==> config.mk <==
export PLATFORM = sky130hd
export DESIGN_NAME = lvlsel_top
export DESIGN_NICKNAME = d
export VERILOG_FILES = /design/src/rtl/lvlsel_pkg.sv /design/src/rtl/lvlsel_merge.sv /design/src/rtl/lvlsel_scan.sv /design/src/rtl/lvlsel_guard.sv /design/src/rtl/lvlsel_top.sv
export SDC_FILE = /design/constraint.sdc
export NUM_CORES = 1
export LEC_CHECK = 0
export ABC_AREA = 1
export CAP_MARGIN = 30
export CORE_MARGIN = 8
export CORE_UTILIZATION = 35
export CTS_BUF_LIST = sky130_fd_sc_hd__clkbuf_8
export DETAILED_ROUTE_END_ITERATION = 10
export DONT_BUFFER_PORTS = 1
export GPL_TIMING_DRIVEN = 0
export PLACE_DENSITY = 0.46
export REMOVE_ABC_BUFFERS = 1
export SLEW_MARGIN = 10
export SYNTH_ARGS = -nofsm -noshare
export SYNTH_HDL_FRONTEND = slang
export SYNTH_HIERARCHICAL = 1
export SYNTH_SLANG_ARGS = --single-unit
==> constraint.sdc <==
create_clock -name clk -period 7.8 [get_ports clk]
set_input_delay 0.78 -clock clk [delete_from_list [all_inputs] [get_ports clk]]
set_output_delay 0.78 -clock clk [all_outputs]
set_load 0.02 [all_outputs]
==> src/rtl/lvlsel_pkg.sv <==
package lvlsel_pkg;
  localparam int LVL_N     = 16;
  localparam int PRI_W     = $clog2(LVL_N);
  localparam int SOFT_W    = 17;
  localparam int TICK_BIT  = 0;
  localparam int STICK_BIT = 16;
  localparam int FOLD_LVL  = 14;
  localparam int TT_W      = 9;
  localparam int TL_W      = 3;
  localparam logic [TT_W-1:0] EXT_BASE   = 9'h040;
  localparam logic [TT_W-1:0] GROUP_MASK = 9'h1F0;

  typedef enum logic [1:0] {
    ACT_HOLD  = 2'd0,
    ACT_CLEAR = 2'd1,
    ACT_LOAD  = 2'd2
  } lvl_act_e;
endpackage

==> src/rtl/lvlsel_merge.sv <==
module lvlsel_merge
  import lvlsel_pkg::*;
#(
  parameter int NLVL  = LVL_N,
  parameter int SW    = SOFT_W,
  parameter int TBIT  = TICK_BIT,
  parameter int SBIT  = STICK_BIT,
  parameter int FLVL  = FOLD_LVL
) (
  input  logic [NLVL-1:0] ext_lvl,
  input  logic [SW-1:0]   soft_int,
  output logic [NLVL-1:0] pend
);
  logic [SW-1:0]   soft_lvls;
  logic            timer_hit;
  logic [NLVL-1:0] fold_vec;

  always_comb begin
    soft_lvls       = soft_int;
    soft_lvls[TBIT] = 1'b0;
    soft_lvls[SBIT] = 1'b0;
  end

  assign timer_hit = soft_int[TBIT] | soft_int[SBIT];

  generate
    for (genvar g = 0; g < NLVL; g++) begin : g_fold
      if (g == FLVL) begin : g_on
        assign fold_vec[g] = timer_hit;
      end else begin : g_off
        assign fold_vec[g] = 1'b0;
      end
    end
  endgenerate

  assign pend = ext_lvl | soft_lvls[NLVL-1:0] | fold_vec;
endmodule

==> src/rtl/lvlsel_scan.sv <==
module lvlsel_scan
  import lvlsel_pkg::*;
#(
  parameter int NLVL = LVL_N,
  parameter int PW   = PRI_W
) (
  input  logic [NLVL-1:0] pend,
  input  logic [PW-1:0]   cur_pri,
  output logic            hit,
  output logic [PW-1:0]   win_lvl
);
  logic [NLVL-1:0] above;
  logic [NLVL-1:0] elig;

  generate
    for (genvar g = 0; g < NLVL; g++) begin : g_above
      assign above[g] = (g > int'(cur_pri));
    end
  endgenerate

  assign elig = pend & above;
  assign hit  = |elig;

  always_comb begin
    win_lvl = '0;
    for (int i = 0; i < NLVL; i++) begin
      if (elig[i]) win_lvl = PW'(i);
    end
  end
endmodule

==> src/rtl/lvlsel_guard.sv <==
module lvlsel_guard
  import lvlsel_pkg::*;
#(
  parameter int TTW = TT_W,
  parameter int TLW = TL_W
) (
  input  logic [TLW-1:0] trap_lvl,
  input  logic [TTW-1:0] trap_type,
  input  logic [TTW-1:0] new_idx,
  output logic           block
);
  logic nested, in_group, higher;

  assign nested   = (trap_lvl != '0);
  assign in_group = ((trap_type & GROUP_MASK) == EXT_BASE);
  assign higher   = (trap_type > new_idx);
  assign block    = nested & in_group & higher;
endmodule

==> src/rtl/lvlsel_top.sv <==
module lvlsel_top
  import lvlsel_pkg::*;
#(
  parameter int NLVL = LVL_N,
  parameter int SW   = SOFT_W,
  parameter int TTW  = TT_W,
  parameter int TLW  = TL_W
) (
  input  logic             clk,
  input  logic             rst,
  input  logic [NLVL-1:0]  ext_lvl,
  input  logic [SW-1:0]    soft_int,
  input  logic [$clog2(NLVL)-1:0] cur_pri,
  input  logic             int_en,
  input  logic [TLW-1:0]   trap_lvl,
  input  logic [TTW-1:0]   trap_type,
  input  logic             vec_pend,
  output logic             irq_req,
  output logic [TTW-1:0]   irq_idx
);
  localparam int PW = $clog2(NLVL);

  logic [NLVL-1:0] pend;
  logic            hit;
  logic [PW-1:0]   win_lvl;
  logic [TTW-1:0]  new_idx;
  logic            block;
  lvl_act_e        act;
  logic            req_q;
  logic [TTW-1:0]  idx_q;

  lvlsel_merge #(.NLVL(NLVL), .SW(SW)) merge_i (
    .ext_lvl (ext_lvl),
    .soft_int(soft_int),
    .pend    (pend)
  );

  lvlsel_scan #(.NLVL(NLVL), .PW(PW)) scan_i (
    .pend   (pend),
    .cur_pri(cur_pri),
    .hit    (hit),
    .win_lvl(win_lvl)
  );

  assign new_idx = EXT_BASE | TTW'(win_lvl);

  lvlsel_guard #(.TTW(TTW), .TLW(TLW)) guard_i (
    .trap_lvl (trap_lvl),
    .trap_type(trap_type),
    .new_idx  (new_idx),
    .block    (block)
  );

  // Decision: a vectored interrupt freezes everything; below threshold or
  // disabled withdraws a raised request; otherwise load a changed index.
  always_comb begin
    act = ACT_HOLD;
    if (!vec_pend) begin
      if (!hit) begin
        if (req_q) act = ACT_CLEAR;
      end else if (int_en) begin
        if (!block && (idx_q != new_idx)) act = ACT_LOAD;
      end else if (req_q) begin
        act = ACT_CLEAR;
      end
    end
  end

  always_ff @(posedge clk) begin
    if (rst) begin
      req_q <= 1'b0;
      idx_q <= '0;
    end else begin
      case (act)
        ACT_CLEAR: begin
          req_q <= 1'b0;
          idx_q <= '0;
        end
        ACT_LOAD: begin
          req_q <= 1'b1;
          idx_q <= new_idx;
        end
        default: ;
      endcase
    end
  end

  assign irq_req = req_q;
  assign irq_idx = idx_q;
endmodule

# Word-level counts from Yosys, hierarchy flattened

Cells that the tools add are included.
W data, S select, Z words.

Logic and storage cells: 55
Output and inout bits: 10
Flip-flop bits (word level): 10
Input port bits: 53

Reduce and logical (&&, ||, !) cells: 5
Bitwise logic cells: 6
Multiplexer cells: 22
Equality and inequality tests: 4
Magnitude comparators: 16

Operators by type and width:

| cell                 | number |
|---|---|
| $gt A4 B4 Y1 const A | 8 |
| $mux W4              | 8 |
| $pmux W9 S2          | 1 |
| $and A16 B16 Y16     | 1 |
| $gt A3 B4 Y1 const A | 4 |
| $or A16 B15 Y16      | 1 |
| $or A16 B16 Y16      | 1 |
| $reduce_or A16 Y1    | 1 |
| $mux W2              | 6 |
| $mux W3              | 4 |
| $gt A9 B7 Y1         | 1 |
| $ne A9 B7 Y1         | 1 |
| $gt A2 B4 Y1 const A | 2 |
| $eq A5 B3 Y1 const B | 1 |
| $gt A1 B4 Y1 const A | 1 |
| $reduce_bool A3 Y1   | 1 |
| $and A1 B1 Y1        | 2 |
| $eq A2 B1 Y1 const B | 1 |
| $eq A2 B2 Y1 const B | 1 |
| $mux W1              | 2 |
| $pmux W1 S2          | 1 |
| $reduce_bool A2 Y1   | 1 |
| $logic_and A1 B1 Y1  | 1 |
| $logic_not A1 Y1     | 1 |
| $or A1 B1 Y1         | 1 |

# Logic depth before layout (Yosys ltp)

Gate-level depths: netlist (run 1).

Depth after elaboration: 28
Gate-level depth with buffers: 30
Depth with buffers taken out: 30

# Modules after synthesis

Netlist (run 1), hierarchy kept.

Modules (own cells, without submodules):

| module       | cells each | seq. area each (um^2) | instances | area an instance (um^2) |
|---|---|---|---|---|
| lvlsel_top   | 54         | 100.1                 | 1         | 341.6 |
| lvlsel_guard | 51         | 0.0                   | 1         | 304.0 |
| lvlsel_scan  | 58         | 0.0                   | 1         | 287.8 |
| lvlsel_merge | 18         | 0.0                   | 1         | 106.4 |

# Worst setup path before layout (run 1)

No wires, ideal clock.

Path kind: input-to-reg
Start: input port soft_int[5]
End: register idx_q[6], in the netlist irq_idx[6]
Arrival time: 3.198 ns
Slack: 4.486 ns
Stages on the path: 21
Buffers on the path: 0
Setup time: 0.116 ns
Data required time: 7.684 ns
Path through: or2_1 o211ai_1 nand2_1 a311oi_1 nor2_1 o21bai_1 inv_1 ha_1 nand2_1 nor2_1 nand2_1 nor2_2 nor2_1 nand2_1 inv_1 nor2_1 nand3_1 a21oi_1 ha_1 o21ai_0 nor2_1

Cells in the longest elaborated chain, start to end: 24

RTL lines:

| what                                                     | line               | text |
|---|---|---|
| start, declared                                          | lvlsel_top.sv:12   | `input logic [SW-1:0] soft_int,` |
| $or A16 B16 Y16 *                                        | lvlsel_merge.sv:36 | `assign pend = ext_lvl \| soft_lvls[NLVL-1:0] \| fold_vec;` |
| $or A16 B15 Y16 *                                        | lvlsel_merge.sv:36 |  |
| $and A16 B16 Y16 *                                       | lvlsel_scan.sv:21  | `assign elig = pend & above;` |
| $mux W3 * (3 in a row)                                   | lvlsel_scan.sv:27  | `if (elig[i]) win_lvl = PW'(i);` |
| $mux W4 * (8 in a row)                                   | lvlsel_scan.sv:27  |  |
| via win_lvl[1]                                           | lvlsel_top.sv:25   | `logic [PW-1:0] win_lvl;` |
| $gt A9 B7 Y1 *                                           | lvlsel_guard.sv:16 | `assign higher = (trap_type > new_idx);` |
| $and A1 B1 Y1 *                                          | lvlsel_guard.sv:17 | `assign block = nested & in_group & higher;` |
| via block                                                | lvlsel_top.sv:27   | `logic block;` |
| $logic_not A1 Y1 *                                       | lvlsel_top.sv:62   | `if (!block && (idx_q != new_idx)) act = ACT_LOAD;` |
| $logic_and A1 B1 Y1 *                                    | lvlsel_top.sv:62   |  |
| $mux W2 *                                                | lvlsel_top.sv:62   |  |
| $mux W2 *                                                | lvlsel_top.sv:61   | `end else if (int_en) begin` |
| $mux W2 *                                                | lvlsel_top.sv:59   | `if (!hit) begin` |
| $mux W2 *                                                | lvlsel_top.sv:58   | `if (!vec_pend) begin` |
| $eq A2 B2 Y1 / $eq A2 B1 Y1 (equally long branches)      | lvlsel_top.sv:74   | `case (act)` |
| $pmux W9 S2 / $reduce_bool A2 Y1 (equally long branches) | --                 |  |
| end signal, assigned                                     | lvlsel_top.sv:81   | `idx_q <= new_idx;` |
| end, declared                                            | lvlsel_top.sv:30   | `logic [TTW-1:0] idx_q;` |

Mark *: on every way through the listed nets, which the timed path passes. The rest lies on a longest branch. The select of a mux whose other input is x is not followed.
A chain may end at the register's enable or synchronous reset.

# Final worst setup path (run 1)

Start: input port cur_pri[3]
End: register idx_q[6], in the netlist irq_idx[6]

RTL lines:

| what                                                     | line               | text |
|---|---|---|
| start, declared                                          | lvlsel_top.sv:13   | `input logic [$clog2(NLVL)-1:0] cur_pri,` |
| $gt A2 B4 Y1                                             | lvlsel_scan.sv:17  | `assign above[g] = (g > int'(cur_pri));` |
| $and A16 B16 Y16 *                                       | lvlsel_scan.sv:21  |  |
| $mux W2 (2 in a row)                                     | lvlsel_scan.sv:27  |  |
| $mux W3 (4 in a row)                                     | lvlsel_scan.sv:27  |  |
| $mux W4 (7 in a row)                                     | lvlsel_scan.sv:27  |  |
| $mux W4 *                                                | lvlsel_scan.sv:27  |  |
| via win_lvl[1]                                           | lvlsel_top.sv:25   |  |
| $gt A9 B7 Y1 *                                           | lvlsel_guard.sv:16 |  |
| [1 not listed]                                           | --                 |  |
| via block                                                | lvlsel_top.sv:27   |  |
| $logic_not A1 Y1 *                                       | lvlsel_top.sv:62   |  |
| $logic_and A1 B1 Y1 *                                    | lvlsel_top.sv:62   |  |
| $mux W2 *                                                | lvlsel_top.sv:62   |  |
| $mux W2 *                                                | lvlsel_top.sv:61   |  |
| $mux W2 *                                                | lvlsel_top.sv:59   |  |
| $mux W2 *                                                | lvlsel_top.sv:58   |  |
| $eq A2 B2 Y1 / $eq A2 B1 Y1 (equally long branches)      | lvlsel_top.sv:74   |  |
| $pmux W9 S2 / $reduce_bool A2 Y1 (equally long branches) | --                 |  |

Marked as above.

==> results of run 1 <==
==> worst max-delay path, stage by stage <==
cell and delay (ns):
inv_1 0.16, o211ai_1 0.18, nand2_1 0.11, nor2_1 0.06, a311oi_1 0.21, nor2_1 0.07, o21bai_1 0.32, inv_1 0.09
ha_1 0.28, nand2_1 0.04, nor2_1 0.13, nand2_1 0.08, nor2_2 0.08, nor2_1 0.05, nand2_1 0.06, inv_1 0.04
nor2_1 0.07, nand3_1 0.07, a21oi_1 0.16, ha_1 0.34, o21ai_0 0.22, nor2_1 0.06
==> how the worst max path moves through the flow <==
stage | endpoint | start | slack, ns
floorplan | irq_idx[6] | soft_int[5] | 4.49
global placement | irq_idx[6] | cur_pri[3] | 4.05
detailed placement | irq_idx[6] | cur_pri[3] | 4.03
CTS | irq_idx[6] | cur_pri[3] | 4.24
global route | irq_idx[6] | cur_pri[3] | 3.83
finish | irq_idx[6] | cur_pri[3] | 4.26
==> metal layers <==
metal | vias to the layer above | global-route usage (%) | part of all wire (%)
met2 | 37 | 17.3 | 45
li1 | 566 | - | -
met5 | - | 0 | 0
met4 | 0 | 2.68 | 0.67
met1 | 434 | 10.8 | 43
met3 | 3 | 5.37 | 11
==> metrics by stage <==
stage	setup WS [ns]	hold WS, ns	cell area, um2	power [mW]
floorplan	4.49	0.562	1020	0.0674
CTS	4.24	0.605	1100	0.123
global route	3.83	0.628	1100	0.132
global placement	4.05	0.590	1060	0.0735
finish	4.26	0.598	1100	0.121
detailed placement	4.03	0.594	1060	0.0742
==> power groups by stage <==
stage               logic, mW  registers, mW  clock network (mW)
finish                 0.0402         0.0336              0.0470
global route           0.0476         0.0341              0.0502
CTS                    0.0404         0.0337              0.0485
detailed placement     0.0401         0.0341                   0
global placement       0.0394         0.0341                   0
floorplan              0.0342         0.0332                   0
==> final cells by class <==
| type | count | area [um2] | area share [%] |
|---|---|---|---|
| sequential | 5 | 100 | 9.06 |
| clock buffer | 3 | 41.3 | 3.74 |
| clock inverter | 1 | 3.75 | 0.340 |
| inverter | 27 | 101 | 9.17 |
| multi-input combinational | 150 | 820 | 74.2 |
| tap | 31 | 38.8 | 3.51 |
==> results.py, run 1 <==
metrics = {
    "status": {
        "status": "finished clean",
    },
    "hold_path": {
        "hold_path_class": "flop to flop",
        "min_delay_path_depth": 2,
        "hp-start": "irq_idx[0]",
        "hold-path-endpoint": "irq_idx[0]",
    },
    "routing": {
        "drtPass1Iterations": 4,
        "vias": 1040,
        "drtIter0Drc": 36,
        "drt-vias-per-instance": 4.79,
        "wl_per_cell_um": 11.7,
        "drc_errors": 0,
        "ant_nets": 0,
        "drt-total-wl_um": 2530,
    },
    "floorplan": {
        "rows": 19,
        "start_util_pct": 37.1,
        "io_pins": 63,
        "core_area_um2": 2780,
        "die_w_um": 70.3,
        "dieArea_um2": 4940,
        "die_h_um": 70.3,
    },
    "grt": {
        "grt_pass1_vias": 1080,
        "grt.overflow.total": 0,
        "antenna_found_initial": 0,
        "grt_util_all_layers_pct": 10.2,
        "grt_start_max_net_pins": 8,
        "grt_pass1_wl_um": 4370,
    },
    "sta": {
        "fin_setup_tns_ns": 0,
        "tightest_slew_ns": 0.505,
        "drv_slew": 0,
        "finalSetupViolations": 0,
        "fin_crit_sh_pct": 45.4,
        "hold_violations": 0,
        "clock_skew_ns": 0.00105,
        "max_freq_mhz": 282,
        "maxSlewHeadroom_pct": 66.3,
        "period_minus_slack_ns": 3.54,
        "rsz0062_at_grt": "no",
    },
    "setup_path": {
        "critPathRequiredTime_ns": 7.91,
        "path_max_fanout": 7,
        "regToRegEndpoint": "irq_idx[3]",
        "r2r.worst_path.cells": 7,
        "reg2reg_from": "irq_idx[6]",
        "startpoint_type": "primary input",
        "regToRegSetupSlack_ns": 6.01,
        "end_kind": "flop",
        "path_class": "primary input to flop",
        "cp.arrival_ns": 3.65,
    },
    "clock_network": {
        "cts_setup_buffers": 0,
        "cts_resized": 0,
        "hold_buffers": 0,
        "htreeDepth": 1,
        "worstSkewPairLatency_ns": 0.22,
        "cts_tree": "done",
        "cts_inserted_buffers": 3,
        "cts-root-buf": "clkbuf_8",
        "clkSinkCount": 5,
        "clockBufferDepth": 2,
        "path_clk_slew_ns": 0.03,
    },
    "yosys": {
        "synth_cells": 180,
        "avgSynthCellArea_um2": 5.73,
        "netlist_area_um2": 1030,
        "ys_warn_count": 6,
    },
    "layout": {
        "final_cell_mix": "nand2_1, nor2_1, inv_1",
        "drive_above_1_share_pct": 8.06,
        "insertedDiodeCount": 0,
        "largest_reg_flops": 5,
        "area_growth_pct": 7.03,
        "final_common_cell": "nand2_1",
        "fill_cells": 306,
        "fin_util_pct": 39.7,
        "stdcell_count": 217,
        "nNetsFinal": 251,
    },
    "power": {
        "ir_drop_uv": 122,
        "internal_power_mw": 0.0773,
        "power_frac_comb_pct": 33.3,
        "clock_power_share_pct": 38.9,
        "swShare_pct": 36.1,
        "powerDensity_nw_per_um2": 109,
        "power_frac_seq_pct": 27.8,
        "leakagePower_nw": 0.595,
        "p_switching_mw": 0.0436,
    },
    "place": {
        "dp_hpwl_um": 2280,
        "gp_congestion": 0.783,
        "dp.cells": 213,
        "io_buffer_count": 0,
    },
    "job": {
        "maxCapViolCount": 0,
    },
}
Note: power is estimated with default switching activity, not from simulation.
==> run 2, diff against run 1 <==
- ABC_AREA: 1 -> 0
- PLACE_DENSITY: 0.46 -> 0.48
- clock period: 7.8 -> 2.85 ns (I/O delays scaled with it)
==> run 2 against run 1 <==
The run now ends with setup timing left. Global-route usage grew 0.29 points. Highest routed layer is now met3. Register-to-register slack lost 5.0 ns. Clock-buffer cell count is the same. Largest cell class unchanged. Clock skew grew 0.00062 ns. Sequential share of layout area shrank 1.1 points. Worst setup slack lost 4.6 ns.
==> results.py, run 2 <==
metrics = {
    "place": {
        "io_buffer_count": 0,
        "gp_congestion": 0.780,
        "placed_area_um2": 1070,
        "dp_hpwl_um": 2320,
        "dp.cells": 185,
        "place_ws_ns": -0.814,
    },
    "power": {
        "leakagePower_nw": 0.523,
        "ir_drop_uv": 78.7,
        "powerDensity_nw_per_um2": 257,
    },
    "sta": {
        "maxSlewHeadroom_pct": 63.1,
        "finalSetupViolations": 5,
        "period_minus_slack_ns": 3.17,
        "drv_slew": 0,
        "rsz0062_at_grt": "yes",
        "hold_violations": 0,
        "setup_ws_ns": -0.316,
        "whs_ns": 0.126,
        "max_freq_mhz": 316,
        "clock_skew_ns": 0.00167,
        "fin_crit_sh_pct": 111,
        "tightest_slew_ns": 0.553,
    },
    "routing": {
        "drtPass1Iterations": 4,
        "vias": 1074,
        "drt-vias-per-instance": 5.42,
        "wl_per_cell_um": 14.5,
        "ant_nets": 0,
        "drt-total-wl_um": 2870,
        "drc_errors": 0,
        "drtIter0Drc": 64,
    },
    "layout": {
        "area_growth_pct": 16.7,
        "nNetsFinal": 230,
        "largest_reg_flops": 5,
        "stdcell_count": 198,
        "design_area_um2": 1260,
        "area.sequential_um2": 100,
        "fill_cells": 319,
        "multi_input_area_um2": 957,
        "drive_above_1_share_pct": 26.7,
        "final_cell_mix": "inv_1, or2_2, nand2_1, a21oi_1",
        "insertedDiodeCount": 0,
    },
    "job": {
        "maxCapViolCount": 0,
    },
    "floorplan": {
        "core_area_um2": 3000,
        "dieArea_um2": 5120,
        "die_w_um": 71.5,
        "start_util_pct": 36.0,
        "die_h_um": 71.5,
        "io_pins": 63,
        "rows": 20,
    },
    "grt": {
        "grt_start_max_net_pins": 15,
        "grt_pass1_wl_um": 4640,
        "grt_util_all_layers_pct": 10.5,
        "antenna_found_initial": 0,
        "grt_pass1_vias": 1101,
        "grt.overflow.total": 0,
    },
    "yosys": {
        "netlist_area_um2": 1080,
        "synth_cells": 155,
        "ys_warn_count": 6,
        "avgSynthCellArea_um2": 6.97,
    },
    "clock_network": {
        "clockBufferDepth": 2,
        "cts_tree": "done",
        "cts-root-buf": "clkbuf_8",
        "cts_inserted_buffers": 3,
        "worstSkewPairLatency_ns": 0.22,
        "clkSinkCount": 5,
        "htreeDepth": 1,
        "path_clk_slew_ns": 0.03,
    },
    "setup_path": {
        "crit_chain": "or4_4, o21ai_4, nand3_2, or3_4, inv_2, ha_4, nand4_1, o221ai_2, a21oi_1, nor2_1, or3_4, a31oi_4, ha_4, nand3b_1, a21oi_2",
        "startpoint_type": "primary input",
        "path_max_fanout": 8,
        "critPathRequiredTime_ns": 3.00,
        "cp.arrival_ns": 3.32,
        "end_kind": "flop",
        "setup.worst_path.start": "soft_int[14]",
        "cp_slowest_cell": "or4_4",
        "path_class": "primary input to flop",
        "reg2reg_from": "irq_idx[3]",
        "max_stage_delay_ns": 0.54,
    },
    "status": {
        "failed_checks": "setup timing",
        "status": "finished, violations left",
    },
    "hold_path": {
        "hold_path_class": "primary input to flop",
        "hp-start": "rst",
    },
}
==> run 2: path summary, 6_finish.rpt <==
path                            depth (start not counted)          to  slack [ns]
worst max-delay path                                   15  irq_idx[0]       -0.32
worst min-delay path                                    1  irq_idx[2]        0.13
worst min register to register                          2  irq_idx[3]        0.59
worst max register to register                          8  irq_idx[6]        1.01
==> run 2: final cells by class <==
| type | count | area share [%] |
|---|---|---|
| multi-input cells | 134 | 76.0 |
| inverters | 13 | 3.87 |
| clock buffers | 3 | 3.28 |
| repair buffers | 9 | 5.36 |
| well taps | 33 | 3.28 |
| flip-flops and latches | 5 | 7.94 |
| clock inverters | 1 | 0.298 |
==> run 2: critical path: cells and delay by family <==
family | cells | cell delay, ns
buf+inv | 1 | 0.07
compound gates | 5 | 0.77
fa+ha+maj | 2 | 0.44
simple gates | 7 | 1.75
==> run 2: routing by layer <==
layer	global-route usage [%]	routed length, um	vias to the layer above
met5	0	0	-
met4	3.40	0	0
met3	2.79	190	0
met2	18.1	1410	36
met1	12.4	1270	487
li1	-	-	551
==> run 2: where the power goes <==
part | switching, mW | internal [mW] | total, mW
sequential | 0.00645 | 0.0727 | 0.0792
clock | 0.0323 | 0.0921 | 0.124
combinational | 0.0610 | 0.0589 | 0.120
==> run 2: what timing repair did <==
action	in CTS	in global routing
gates resized for setup	11	4
setup endpoints to repair	5	5
pin swaps	14	11
setup buffers	6	3
hold buffers	0	0
==> run 2: through the flow <==
stage	total power [mW]	util [%]	TNS, ns
5_1_grt	0.348	42.0	-1.96
3_3_place_gp	0.178	35.7	-3.81
2_1_floorplan	0.165	-	-2.80
3_5_place_dp	0.181	35.7	-3.96
4_1_cts	0.320	40.7	-1.28
6_report	0.324	42.0	-1.46
==> run 3, diff against run 2 <==
- CORE_MARGIN: 8 -> unset
==> run 3 against run 2 <==
The run ends with DRC, setup timing left. Hold slack lost 0.0022 ns. Sequential cell count is the same. Power grew 0.22%. Die area shrank 35%. Combinational power is essentially flat. Register-to-register slack is essentially flat. Utilization grew 2.4 points. First-iteration DRC count grew 3.1%. Via count shrank 2.0%. Critical path depth grew 2. Critical endpoint unchanged. Largest cell class unchanged. Largest power group unchanged.
==> results.py, run 3 (synthesis results as in run 2) <==
metrics = {
    "status": {
        "status": "finished, violations left",
        "failed_checks": "DRC, setup timing",
    },
    "place": {
        "gp_congestion": 0.750,
        "dp.cells": 183,
        "placed_area_um2": 1070,
        "place_ws_ns": -0.822,
        "io_buffer_count": 0,
        "dp_hpwl_um": 1920,
    },
    "floorplan": {
        "die_h_um": 57.5,
        "dieArea_um2": 3310,
        "start_util_pct": 38.2,
        "rows": 19,
        "die_w_um": 57.5,
        "core_area_um2": 2830,
        "io_pins": 63,
    },
    "layout": {
        "fill_cells": 310,
        "stdcell_count": 192,
        "design_area_um2": 1250,
        "area.sequential_um2": 100,
        "drive_above_1_share_pct": 29.2,
        "area_growth_pct": 16.2,
        "final_common_cell": "or2_2",
        "final_cell_mix": "or2_2, inv_1, nand2_1",
        "largest_reg_flops": 5,
        "insertedDiodeCount": 0,
        "multi_input_area_um2": 981,
        "nNetsFinal": 226,
    },
    "sta": {
        "tightest_slew_ns": 0.578,
        "drv_slew": 0,
        "maxSlewHeadroom_pct": 61.4,
        "max_freq_mhz": 322,
        "period_minus_slack_ns": 3.11,
        "hold_violations": 0,
        "fin_crit_sh_pct": 109,
        "setup_ws_ns": -0.259,
        "clock_skew_ns": 0.000472,
        "rsz0062_at_grt": "yes",
        "finalSetupViolations": 5,
    },
    "clock_network": {
        "hold_buffers": 0,
        "clockBufferDepth": 2,
        "cts_inserted_buffers": 3,
        "cts_tree": "done",
        "cts-root-buf": "clkbuf_8",
        "path_clk_slew_ns": 0.03,
        "worstSkewPairLatency_ns": 0.22,
        "clkSinkCount": 5,
        "htreeDepth": 1,
    },
    "routing": {
        "vias": 1053,
        "drt-total-wl_um": 2480,
        "drc_errors": 7,
        "wl_per_cell_um": 12.9,
        "drtIter0Drc": 66,
        "drt-vias-per-instance": 5.48,
        "ant_nets": 0,
        "drtPass1Iterations": 8,
    },
    "setup_path": {
        "regToRegEndpoint": "irq_idx[0]",
        "cp.arrival_ns": 3.26,
        "path_class": "primary input to flop",
        "end_kind": "flop",
        "path_max_fanout": 6,
        "critPathRequiredTime_ns": 3.00,
        "regToRegSetupSlack_ns": 1.00,
        "max_stage_delay_ns": 0.37,
        "crit_chain": "or2_2, a21boi_1, o22ai_2, nor2b_1, o21ai_0, o21ai_2, inv_1, ha_1, nand4_1, buf_4, o21ai_1, nor2_1, or3_4, a31oi_4, ha_4, nand3b_1, a21oi_2",
        "r2r.worst_path.cells": 7,
        "cp_slowest_cell": "or3_4",
        "startpoint_type": "primary input",
        "reg2reg_from": "irq_idx[2]",
    },
    "power": {
        "internal_power_mw": 0.222,
        "powerDensity_nw_per_um2": 258,
        "ir_drop_uv": 89.3,
        "clock_power_share_pct": 38.7,
        "swShare_pct": 31.4,
        "power_frac_seq_pct": 24.4,
        "power_frac_comb_pct": 36.9,
        "power.total_mw": 0.324,
        "p_switching_mw": 0.102,
        "leakagePower_nw": 0.507,
    },
    "hold_path": {
        "min_delay_path_depth": 1,
        "hp-start": "rst",
        "hold_path_class": "primary input to flop",
        "hold-path-endpoint": "irq_idx[1]",
    },
    "grt": {
        "grt_util_all_layers_pct": 15.6,
        "antenna_found_initial": 0,
        "grt_start_max_net_pins": 15,
        "grt_pass1_wl_um": 4130,
        "grt_pass1_vias": 1021,
        "grt.overflow.total": 0,
    },
    "job": {
        "maxCapViolCount": 0,
    },
}
## run 3: cell types whose count changed in the layout (fill, tap and decap cells not counted), sizes merged
cell and delta:
buf -4
## run 3: critical path: cells and delay by family
family          cells  cell delay (ns)
simple gates        6             1.17
buf+inv             2             0.23
compound gates      7             1.07
fa+ha+maj           2             0.52
## run 3: worst max-delay path by stage
stage	end	slack [ns]	startpoint	cells past startpoint
global route	irq_idx[0]	-0.44	soft_int[0]	15
CTS	irq_idx[0]	-0.22	soft_int[0]	15
global placement	irq_idx[1]	-0.81	soft_int[14]	15
floorplan	irq_idx[0]	-0.57	soft_int[14]	15
finish	irq_idx[0]	-0.26	soft_int[12]	17
detailed placement	irq_idx[1]	-0.82	soft_int[14]	15
## run 3: through the flow
step,utilization (%),TNS [ns],hold slack (ns)
global route,44.4,-1.95,0.117
detailed placement,37.8,-4.03,0.356
finish,44.4,-1.15,0.124
CTS,43.5,-1.04,0.120
global placement,37.8,-3.98,0.356
floorplan,-,-2.80,0.354
## run 3: power groups by stage
stage | Sequential, mW | Clock, mW | Combinational (mW)
finish | 0.0793 | 0.125 | 0.120
global route | 0.0795 | 0.136 | 0.136
CTS | 0.0791 | 0.128 | 0.114
detailed placement | 0.0797 | 0 | 0.0996
global placement | 0.0797 | 0 | 0.0982
floorplan | 0.0790 | 0 | 0.0856
## run 3: per-layer routing
| layer | up-vias | GRT usage [%] | part of all wire (%) |
|---|---|---|---|
| met5 | - | 0 | 0 |
| met4 | 0 | 5.57 | 0 |
| met3 | 0 | 4.08 | 5.7 |
| met2 | 38 | 27.6 | 49 |
| met1 | 471 | 17.9 | 46 |
| li1 | 544 | - | - |
## run 3: final cells by class
| class | count | share of cell area, % |
|---|---|---|
| multi-input combinational | 134 | 78.2 |
| sequential | 5 | 7.98 |
| inverter | 13 | 3.89 |
| clock buffer | 3 | 3.29 |
| timing repair buffer | 5 | 3.29 |
| tap | 31 | 3.09 |
| clock inverter | 1 | 0.299 |
## run 3: what timing repair did
action | CTS | global route
buffers inserted | 5 | 0
endpoints found under the setup margin | 5 | 5
cloned | 0 | 0
gates resized for setup | 16 | 6
pin swaps | 10 | 0
